--- config.mk ---
export PLATFORM = sky130hd
export DESIGN_NAME = wk_detect
export DESIGN_NICKNAME = d
export VERILOG_FILES = /design/src/rtl/wk_pkg.sv /design/src/rtl/wk_sync.sv /design/src/rtl/wk_src.sv /design/src/rtl/wk_regs.sv /design/src/rtl/wk_tmr.sv /design/src/rtl/wk_detect.sv
export SDC_FILE = /design/constraint.sdc
export NUM_CORES = 1
export LEC_CHECK = 0
export BUFFER_PORTS_ARGS = -buffer_cell sky130_fd_sc_hd__buf_2
export CAP_MARGIN = 20
export CORE_MARGIN = 5
export CORE_UTILIZATION = 31
export CTS_CLUSTER_DIAMETER = 80
export DETAILED_ROUTE_END_ITERATION = 6
export GPL_TIMING_DRIVEN = 0
export HOLD_SLACK_MARGIN = 0.12
export PLACE_DENSITY = 0.58
export REMOVE_ABC_BUFFERS = 1
export SYNTH_ARGS = -nofsm -noshare
export SYNTH_HDL_FRONTEND = slang
export SYNTH_HIERARCHICAL = 1
export SYNTH_SLANG_ARGS = --single-unit
--- constraint.sdc ---
create_clock -name clk -period 1.75 [get_ports clk]
set_input_delay 0 -clock clk [delete_from_list [all_inputs] [get_ports clk]]
set_output_delay 0 -clock clk [all_outputs]
set_load 0.02 [all_outputs]
--- src/rtl/wk_pkg.sv ---
package wk_pkg;
  localparam int N_DMA    = 6;
  localparam int N_IRQ    = 4;
  localparam int N_ACK    = N_IRQ - 1;
  localparam int IDX_RING = N_DMA + N_IRQ;
  localparam int IDX_AC   = IDX_RING + 1;
  localparam int N_SRC    = IDX_AC + 1;

  localparam int A_MASK    = 0;
  localparam int A_STATUS  = 1;
  localparam int A_CTRL    = 2;
  localparam int A_MODECMD = 3;
  localparam int A_SMIACK  = 4;

  typedef enum logic [2:0] {
    MODE_HIGH  = 3'd0,
    MODE_LOW   = 3'd1,
    MODE_DOZE  = 3'd2,
    MODE_SLEEP = 3'd3,
    MODE_SUSP  = 3'd4,
    MODE_OFF   = 3'd5
  } mode_e;

  function automatic logic mode_is_asleep(logic [2:0] m);
    return (m == MODE_SLEEP) || (m == MODE_SUSP) || (m == MODE_OFF);
  endfunction

  function automatic logic mode_is_slowed(logic [2:0] m);
    return (m == MODE_LOW) || (m == MODE_DOZE);
  endfunction
endpackage

--- src/rtl/wk_sync.sv ---
module wk_sync #(
  parameter int          W   = 1,
  parameter logic [W-1:0] RST = '0
) (
  input  logic         clk,
  input  logic         rst_n,
  input  logic [W-1:0] d_i,
  output logic [W-1:0] q_o
);
  logic [W-1:0] meta_q;
  logic [W-1:0] stab_q;

  always_ff @(posedge clk or negedge rst_n) begin
    if (!rst_n) begin
      meta_q <= RST;
      stab_q <= RST;
    end else begin
      meta_q <= d_i;
      stab_q <= meta_q;
    end
  end

  assign q_o = stab_q;
endmodule

--- src/rtl/wk_src.sv ---
module wk_src #(
  parameter bit RISE    = 1'b1,
  parameter bit LVL_REL = 1'b1,
  parameter bit ACK_REL = 1'b0,
  parameter bit REF_REL = 1'b0,
  parameter bit SW_CLR  = 1'b1,
  parameter bit IDLE    = 1'b0
) (
  input  logic clk,
  input  logic rst_n,
  input  logic raw_i,
  input  logic w1c_i,
  input  logic inta_i,
  input  logic eoi_i,
  input  logic refresh_i,
  output logic status_o
);
  logic lvl;
  logic prev_q;
  logic st_q;
  logic acked_q;
  logic edge_hit;
  logic idle_now;
  logic release_now;

  wk_sync #(.W(1), .RST(IDLE)) u_sync (
    .clk   (clk),
    .rst_n (rst_n),
    .d_i   (raw_i),
    .q_o   (lvl)
  );

  always_ff @(posedge clk or negedge rst_n) begin
    if (!rst_n) prev_q <= IDLE;
    else        prev_q <= lvl;
  end

  assign edge_hit    = RISE ? (lvl & ~prev_q) : (~lvl & prev_q);
  assign idle_now    = (lvl == IDLE);
  assign release_now = (LVL_REL && idle_now)
                    || (ACK_REL && acked_q && eoi_i)
                    || (REF_REL && refresh_i)
                    || (SW_CLR && w1c_i);

  always_ff @(posedge clk or negedge rst_n) begin
    if (!rst_n)           st_q <= 1'b0;
    else if (edge_hit)    st_q <= 1'b1;
    else if (release_now) st_q <= 1'b0;
  end

  always_ff @(posedge clk or negedge rst_n) begin
    if (!rst_n)                              acked_q <= 1'b0;
    else if (edge_hit || release_now)        acked_q <= 1'b0;
    else if (ACK_REL && st_q && inta_i)      acked_q <= 1'b1;
  end

  assign status_o = st_q;
endmodule

--- src/rtl/wk_regs.sv ---
module wk_regs
  import wk_pkg::*;
#(
  parameter int DW = 16,
  parameter int AW = 3
) (
  input  logic             clk,
  input  logic             rst_n,
  input  logic             wr_i,
  input  logic [AW-1:0]    addr_i,
  input  logic [DW-1:0]    wdata_i,
  output logic [DW-1:0]    rdata_o,
  input  logic [N_SRC-1:0] status_i,
  output logic [N_SRC-1:0] mask_o,
  output logic             ac_en_o,
  output logic [N_SRC-1:0] w1c_o,
  output logic             modecmd_o,
  output logic             smiack_o
);
  localparam logic [AW-1:0] AD_MASK    = AW'(A_MASK);
  localparam logic [AW-1:0] AD_STATUS  = AW'(A_STATUS);
  localparam logic [AW-1:0] AD_CTRL    = AW'(A_CTRL);
  localparam logic [AW-1:0] AD_MODECMD = AW'(A_MODECMD);
  localparam logic [AW-1:0] AD_SMIACK  = AW'(A_SMIACK);

  logic [N_SRC-1:0] mask_q;
  logic             ac_en_q;
  wire              unused_wdata = ^wdata_i;

  always_ff @(posedge clk or negedge rst_n) begin
    if (!rst_n) begin
      mask_q  <= '0;
      ac_en_q <= 1'b0;
    end else if (wr_i) begin
      if (addr_i == AD_MASK) mask_q  <= wdata_i[N_SRC-1:0];
      if (addr_i == AD_CTRL) ac_en_q <= wdata_i[0];
    end
  end

  always_comb begin
    rdata_o = '0;
    case (addr_i)
      AD_MASK:   rdata_o[N_SRC-1:0] = mask_q;
      AD_STATUS: rdata_o[N_SRC-1:0] = status_i;
      AD_CTRL:   rdata_o[0]         = ac_en_q;
      default:   rdata_o            = '0;
    endcase
  end

  assign w1c_o     = (wr_i && addr_i == AD_STATUS) ? wdata_i[N_SRC-1:0] : '0;
  assign modecmd_o = wr_i && (addr_i == AD_MODECMD);
  assign smiack_o  = wr_i && (addr_i == AD_SMIACK);
  assign mask_o    = mask_q;
  assign ac_en_o   = ac_en_q;
endmodule

--- src/rtl/wk_tmr.sv ---
module wk_tmr (
  input  logic clk,
  input  logic rst_n,
  input  logic rise_i,
  input  logic modecmd_i,
  input  logic smi_evt_i,
  input  logic smiack_i,
  input  logic pll_start_i,
  input  logic pll_ready_i,
  output logic clr_o,
  output logic hold_o
);
  logic clr_q;
  logic smi_hold_q;
  logic pll_hold_q;

  always_ff @(posedge clk or negedge rst_n) begin
    if (!rst_n) begin
      clr_q      <= 1'b0;
      smi_hold_q <= 1'b0;
      pll_hold_q <= 1'b0;
    end else begin
      clr_q <= rise_i | modecmd_i;
      if (smi_evt_i)        smi_hold_q <= 1'b1;
      else if (smiack_i)    smi_hold_q <= 1'b0;
      if (pll_start_i)      pll_hold_q <= 1'b1;
      else if (pll_ready_i) pll_hold_q <= 1'b0;
    end
  end

  assign clr_o  = clr_q;
  assign hold_o = smi_hold_q | pll_hold_q;
endmodule

--- src/rtl/wk_detect.sv ---
module wk_detect
  import wk_pkg::*;
#(
  parameter int DW = 16,
  parameter int AW = 3
) (
  input  logic             clk,
  input  logic             rst_n,
  input  logic [N_DMA-1:0] dma_req_i,
  input  logic [N_IRQ-1:0] irq_i,
  input  logic             ring_n_i,
  input  logic             ac_present_i,
  input  logic [N_ACK-1:0] inta_i,
  input  logic [N_ACK-1:0] eoi_i,
  input  logic             refresh_i,
  input  logic [2:0]       mode_i,
  input  logic             reg_wr_i,
  input  logic [AW-1:0]    reg_addr_i,
  input  logic [DW-1:0]    reg_wdata_i,
  output logic [DW-1:0]    reg_rdata_o,
  input  logic             smi_event_i,
  input  logic             pll_start_i,
  input  logic             pll_ready_i,
  output logic             wake_o,
  output logic             activity_o,
  output logic             timer_clr_o,
  output logic             timer_hold_o
);
  logic [N_SRC-1:0] status_q;
  logic [N_SRC-1:0] w1c;
  logic [N_SRC-1:0] mask;
  logic [N_SRC-1:0] en_eff;
  logic             ac_en;
  logic             modecmd;
  logic             smiack;
  logic             pend;
  logic             pend_q;
  logic             rise;

  for (genvar i = 0; i < N_DMA; i++) begin : g_dma
    wk_src #(.RISE(1'b1), .LVL_REL(1'b1), .ACK_REL(1'b0),
             .REF_REL(1'b0), .SW_CLR(1'b1), .IDLE(1'b0)) u_src (
      .clk(clk), .rst_n(rst_n), .raw_i(dma_req_i[i]), .w1c_i(w1c[i]),
      .inta_i(1'b0), .eoi_i(1'b0), .refresh_i(1'b0), .status_o(status_q[i])
    );
  end

  for (genvar j = 0; j < N_IRQ; j++) begin : g_irq
    if (j == 0) begin : g_kbd
      wk_src #(.RISE(1'b1), .LVL_REL(1'b1), .ACK_REL(1'b0),
               .REF_REL(1'b0), .SW_CLR(1'b1), .IDLE(1'b0)) u_src (
        .clk(clk), .rst_n(rst_n), .raw_i(irq_i[j]), .w1c_i(w1c[N_DMA+j]),
        .inta_i(1'b0), .eoi_i(1'b0), .refresh_i(1'b0),
        .status_o(status_q[N_DMA+j])
      );
    end else begin : g_ack
      wk_src #(.RISE(1'b1), .LVL_REL(1'b1), .ACK_REL(1'b1),
               .REF_REL(1'b0), .SW_CLR(1'b1), .IDLE(1'b0)) u_src (
        .clk(clk), .rst_n(rst_n), .raw_i(irq_i[j]), .w1c_i(w1c[N_DMA+j]),
        .inta_i(inta_i[j-1]), .eoi_i(eoi_i[j-1]), .refresh_i(1'b0),
        .status_o(status_q[N_DMA+j])
      );
    end
  end

  wk_src #(.RISE(1'b0), .LVL_REL(1'b0), .ACK_REL(1'b0),
           .REF_REL(1'b1), .SW_CLR(1'b0), .IDLE(1'b1)) u_ring (
    .clk(clk), .rst_n(rst_n), .raw_i(ring_n_i), .w1c_i(w1c[IDX_RING]),
    .inta_i(1'b0), .eoi_i(1'b0), .refresh_i(refresh_i),
    .status_o(status_q[IDX_RING])
  );

  wk_src #(.RISE(1'b1), .LVL_REL(1'b1), .ACK_REL(1'b0),
           .REF_REL(1'b0), .SW_CLR(1'b1), .IDLE(1'b0)) u_ac (
    .clk(clk), .rst_n(rst_n), .raw_i(ac_present_i), .w1c_i(w1c[IDX_AC]),
    .inta_i(1'b0), .eoi_i(1'b0), .refresh_i(1'b0),
    .status_o(status_q[IDX_AC])
  );

  wk_regs #(.DW(DW), .AW(AW)) u_regs (
    .clk(clk), .rst_n(rst_n), .wr_i(reg_wr_i), .addr_i(reg_addr_i),
    .wdata_i(reg_wdata_i), .rdata_o(reg_rdata_o), .status_i(status_q),
    .mask_o(mask), .ac_en_o(ac_en), .w1c_o(w1c),
    .modecmd_o(modecmd), .smiack_o(smiack)
  );

  always_comb begin
    en_eff         = mask;
    en_eff[IDX_AC] = mask[IDX_AC] & ac_en;
  end

  assign pend = |(status_q & en_eff);

  always_ff @(posedge clk or negedge rst_n) begin
    if (!rst_n) pend_q <= 1'b0;
    else        pend_q <= pend;
  end

  assign rise       = pend & ~pend_q;
  assign wake_o     = rise & mode_is_asleep(mode_i);
  assign activity_o = rise & mode_is_slowed(mode_i);

  wk_tmr u_tmr (
    .clk(clk), .rst_n(rst_n), .rise_i(rise), .modecmd_i(modecmd),
    .smi_evt_i(smi_event_i), .smiack_i(smiack),
    .pll_start_i(pll_start_i), .pll_ready_i(pll_ready_i),
    .clr_o(timer_clr_o), .hold_o(timer_hold_o)
  );
endmodule

==> results of run 1 <==
## worst max path at each step
stage                   endpoint  cells past startpoint
2_1_floorplan        u_tmr/clr_o                      4
3_3_place_gp   u_regs/mask_o[10]                      3
3_5_place_dp   u_regs/mask_o[10]                      4
4_1_cts                   wake_o                      4
5_1_grt                   wake_o                      4
6_report                  wake_o                      4
## state kept, by name (all words and copies together), names as in the netlist, 3 cells and up
name,flops
u_regs/mask_o,12
g_dma.u_src/status_o,6
g_irq.g_ack.u_src/u_sync/q_o,3
g_dma.u_src/u_sync/meta_q,6
g_irq.g_ack.u_src/acked_q,3
g_dma.u_src/u_sync/q_o,6
g_irq.g_ack.u_src/status_o,3
g_irq.g_ack.u_src/u_sync/meta_q,3
g_dma.u_src/prev_q,6
g_irq.g_ack.u_src/prev_q,3
## cells in the final DEF (no fill, tap or decap), drive strengths merged, types with 2 or more instances in the layout
cell type	count
dfstp	3
clkbuf	11
nand2	12
a22oi	4
nand2b	9
and2	11
a21oi	2
nor3	4
nor2	11
conb	4
a211oi	3
clkinv	3
dfrtp	65
buf	59
mux2i	11
mux2	17
a21o	2
inv	4
and3	2
nand3b	3
dlygate4sd3	37
a21boi	11
or2	3
## metrics by stage
| stage | hold slack, ns | instance area (um2) |
|---|---|---|
| final | 0.163 | 3650 |
| after detailed placement | 0.107 | 3090 |
| after global placement | 0.105 | 3070 |
| after floorplan | -0.296 | 2650 |
| after global routing | 0.167 | 3650 |
| after CTS | 0.143 | 3650 |
## worst max-delay path: stages (launching register included)
cell      delay, ns
dfrtp_1        0.40
a222oi_1       0.39
and3_2         0.30
a211oi_1       0.09
buf_2          0.17
## final cells by class
cell class	instances	area (um2)	share of cell area, %
inverter	4	15.0	0.411
tap	108	135	3.70
multi-input combinational	119	925	25.3
sequential	68	1710	46.7
clock buffer	11	141	3.87
timing repair buffer	96	678	18.6
clock inverter	5	52.6	1.44
## layer usage
metal / global-route usage [%] / vias to the layer above / part of all wire [%]
met3: 3.02 / 8 / 5.6
met4: 5.38 / 0 / 1.7
li1: - / 868 / -
met1: 14.8 / 871 / 46
met5: 0 / - / 0
met2: 17.5 / 42 / 46
## power groups by stage
stage | clock, mW | combinational, mW | sequential, mW
after floorplan | 0 | 0.272 | 1.82
after global placement | 0 | 0.438 | 1.84
after detailed placement | 0 | 0.450 | 1.84
after CTS | 1.32 | 0.514 | 1.81
after global routing | 1.40 | 0.553 | 1.83
final | 1.26 | 0.503 | 1.81
==> impl_metrics.tcl, run 1 <==
set metrics [dict create \
    status "complete, no violations" \
    internal_power_mw 2.69 \
    setup_viol 0 \
    h-tree-depth 3 \
    rsz0062_at_grt "no" \
    dieArea_um2 10700 \
    num_io_pins 67 \
    start_kind "flip-flop" \
    syn-cell-area_um2 2700 \
    die_y_um 103 \
    crit_start "g_dma[3].u_src/status_o" \
    place_inst 358 \
    nFillCells 819 \
    syn_inst 197 \
    wl_per_cell_um 13.3 \
    nets 345 \
    fin_util_pct 42.5 \
    switching_power_mw 0.891 \
    vdd.ir_drop.worst_uv 507 \
    setup_slack_ns 0.0839 \
    postRouteAntennaNets 0 \
    grt_pass1_wl_um 9090 \
    track_usage_pct 11.3 \
    synth.avg_cell_area_um2 13.7 \
    cts_root_buffer "clkbuf_8" \
    p_total_mw 3.58 \
    worst-path-max-fanout 4 \
    r2r_end "g_irq[3].g_ack.u_src/acked_q" \
    cts_tree "yes" \
    period_needed_ns 1.67 \
    clock_sinks 68 \
    drc_errors 0 \
    diodes 0 \
    max_cap_viol_count 0 \
    required_ns 1.75 \
    vias 1789 \
    fmax_mhz 600 \
    path_clk_slew_ns 0.07 \
    hold_buffers 37 \
    io_buffers 58 \
    first_pass_iters 4 \
    maxSlewHeadroom_pct 43.2 \
    viasPerCell 4.35 \
    first_global_vias 1857 \
    cts_resized 0 \
    grt_max_degree 69 \
    min_to "u_tmr/clr_o" \
    path_class "reg -> out" \
    cts_setup_buffers 0 \
    maxSlewViolCount 0 \
    worst_pin_slew_ns 0.852 \
    cts-buffers-inserted 9 \
    tns_ns 0 \
    syn_to_final_growth_pct 35.1 \
    initial_core_util_pct 31.5 \
    reg2reg_depth 4 \
    reg2reg_slack_ns 0.24 \
    first_iter_violations 52 \
    pwr-share-clk_pct 35.3 \
    p_per_area_nw_per_um2 980 \
    fin_skew_ns 0.00723 \
    cp.arrival_ns 1.67 \
    p_leak_nw 1.69 \
    place_congestion 0.698 \
    reg2reg_from "g_irq[3].g_ack.u_src/status_o" \
    grt-ovfl-total 0 \
    fp.coreArea_um2 8590 \
    routed_wl_um 5480 \
    fin_cells 411 \
    hold_depth 3 \
    die_x_um 103 \
    seqPwrFrac_pct 50.6 \
    pre_cts_ws_ns 0.127 \
    dpl.hpwl_um 3730 \
    p_sw_share_pct 24.9 \
    min-delay-start "reg_addr_i[1]" \
    period_share_pct 95.2 \
    yosysWarnings 6 \
    drive_gt1_share_pct 34.0 \
    finalHoldViolations 0 \
    clkLatencyLatePin_ns 0.33 \
    critPathCaptureType "output pin" \
    combPwrFrac_pct 14.1 \
    rows 34 \
    antenna_found_initial 0 \
    hold_class "in -> reg" \
    cts.path.max_buffers 2 \
]
No activity file was read; power rests on OpenSTA's default activity.
==> run 2: changes to the inputs <==
- RECOVER_POWER: default -> 50
==> run 2 against run 1 <==
Routed wire length barely moved. Setup slack barely moved. Clock-buffer cell count did not move. Largest cell class unchanged.
==> impl_metrics.tcl, run 2 (synthesis gave the netlist of run 1 again) <==
set metrics [dict create \
    cp.arrival_ns 1.67 \
    critPathCaptureType "output pin" \
    period_needed_ns 1.67 \
    place_congestion 0.698 \
    cts_root_buffer "clkbuf_8" \
    syn_to_final_growth_pct 35.1 \
    nFillCells 820 \
    path_cells "a222oi_1, and3_2, a211oi_1, buf_2" \
    fin_skew_ns 0.00723 \
    drc_errors 0 \
    cts_tree "yes" \
    cts-buffers-inserted 9 \
    required_ns 1.75 \
    first_pass_iters 4 \
    r2r_end "g_irq[3].g_ack.u_src/acked_q" \
    setup_viol 0 \
    dieArea_um2 10700 \
    vdd.ir_drop.worst_uv 507 \
    initial_core_util_pct 31.5 \
    clkLatencyLatePin_ns 0.33 \
    grt_max_degree 69 \
    start_kind "flip-flop" \
    mostFrequentLayoutCell "dfrtp_1" \
    rows 34 \
    p_leak_nw 1.69 \
    h-tree-depth 3 \
    diodes 0 \
    num_io_pins 67 \
    worst-path-max-fanout 4 \
    fp.coreArea_um2 8590 \
    hold_depth 3 \
    fin_cells 411 \
    die_x_um 103 \
    cp_slowest_cell "dfrtp_1" \
    reg2reg_depth 4 \
    routed_wl_um 5480 \
    viasPerCell 4.35 \
    place_area_um2 3090 \
    drive_gt1_share_pct 33.3 \
    reg2reg_slack_ns 0.24 \
    fmax_mhz 600 \
    fin_area_um2 3650 \
    wl_per_cell_um 13.3 \
    cts_setup_buffers 0 \
    die_y_um 103 \
    track_usage_pct 11.3 \
    final_cell_mix "dfrtp_1 (65), buf_2 (56), dlygate4sd3_1 (37)" \
    path_class "reg -> out" \
    max_cap_viol_count 0 \
    finalHoldViolations 0 \
    worst_pin_slew_ns 0.921 \
    grt-ovfl-total 0 \
    io_buffers 58 \
    maxSlewHeadroom_pct 38.6 \
    period_share_pct 95.2 \
    path_clk_slew_ns 0.07 \
    worst_path_largest_cell_delay_ns 0.40 \
    status "complete, no violations" \
    clock_sinks 68 \
    first_global_vias 1857 \
    min-delay-start "reg_addr_i[1]" \
    rsz0062_at_grt "no" \
    p_per_area_nw_per_um2 979 \
    hold_class "in -> reg" \
    place_inst 358 \
    cts.path.max_buffers 2 \
    antenna_found_initial 0 \
    nets 345 \
    reg2reg_from "g_irq[3].g_ack.u_src/status_o" \
    whs_ns 0.163 \
    grt_pass1_wl_um 9090 \
    min_to "u_tmr/clr_o" \
    maxSlewViolCount 0 \
    vias 1788 \
    first_iter_violations 52 \
    postRouteAntennaNets 0 \
    dpl.hpwl_um 3730 \
    largest_reg_flops 12 \
]
[run 2: cell count changes in the layout (fill, tap and decap cells not counted), sizes merged]
cell,previous run,this run
buf,59,57
clkbuf,11,13
[run 2: power by group]
| group | switching (mW) | internal (mW) |
|---|---|---|
| clock | 0.574 | 0.690 |
| combinational | 0.225 | 0.276 |
| sequential | 0.0925 | 1.72 |
| total | 0.892 | 2.68 |
[run 2: how the worst max path moves through the flow]
stage,start,cells after the start,endpoint
floorplan,g_dma[3].u_src/status_o,4,u_tmr/clr_o
global placement,reg_addr_i[0],3,u_regs/mask_o[10]
detailed placement,reg_addr_i[0],4,u_regs/mask_o[10]
CTS,g_dma[3].u_src/status_o,4,wake_o
global route,g_dma[3].u_src/status_o,4,wake_o
finish,g_dma[3].u_src/status_o,4,wake_o
[run 2: area by class of cell]
cell class / instances / area (um2) / share of cell area, %
clock buffers: 11 / 141 / 3.87
clock inverters: 5 / 52.6 / 1.44
inverters: 4 / 15.0 / 0.411
multi-input cells: 119 / 925 / 25.3
flip-flops and latches: 68 / 1710 / 46.7
well taps: 108 / 135 / 3.70
repair buffers: 96 / 677 / 18.5
[run 2: layer usage]
layer  global-route usage (%)  vias to the layer above  wire length, um
met3                     3.02                        8              313
met5                        0                        -                0
met2                     17.5                       42             2550
li1                         -                      868                -
met1                     14.8                      870             2530
met4                     5.38                        0               92
[run 2: worst max-delay path: cells and delay by family, from the launching register on]
family                 cells  cell delay (ns)
flip-flops                 1             0.40
buffers and inverters      1             0.17
AND/OR/NAND/NOR            1             0.30
AO/OA/AOI/OAI              2             0.48
[run 2: timing repair]
| item | 4_1_cts | 5_1_grt |
|---|---|---|
| hold buffers | 37 | 0 |
| resized for setup | 0 | 0 |
| hold endpoints to repair | 108 | 0 |
| setup endpoints to repair | 0 | 0 |
[run 2: metrics by stage]
stage | power, mW | setup TNS [ns] | utilization [%] | worst slack, ns
6_report | 3.58 | 0 | 42.5 | 0.0840
5_1_grt | 3.78 | 0 | 42.5 | 0.00204
2_1_floorplan | 2.09 | 0 | - | 0.468
3_3_place_gp | 2.27 | -1.21 | 35.7 | -0.157
4_1_cts | 3.65 | 0 | 42.5 | 0.0427
3_5_place_dp | 2.29 | 0 | 35.9 | 0.127
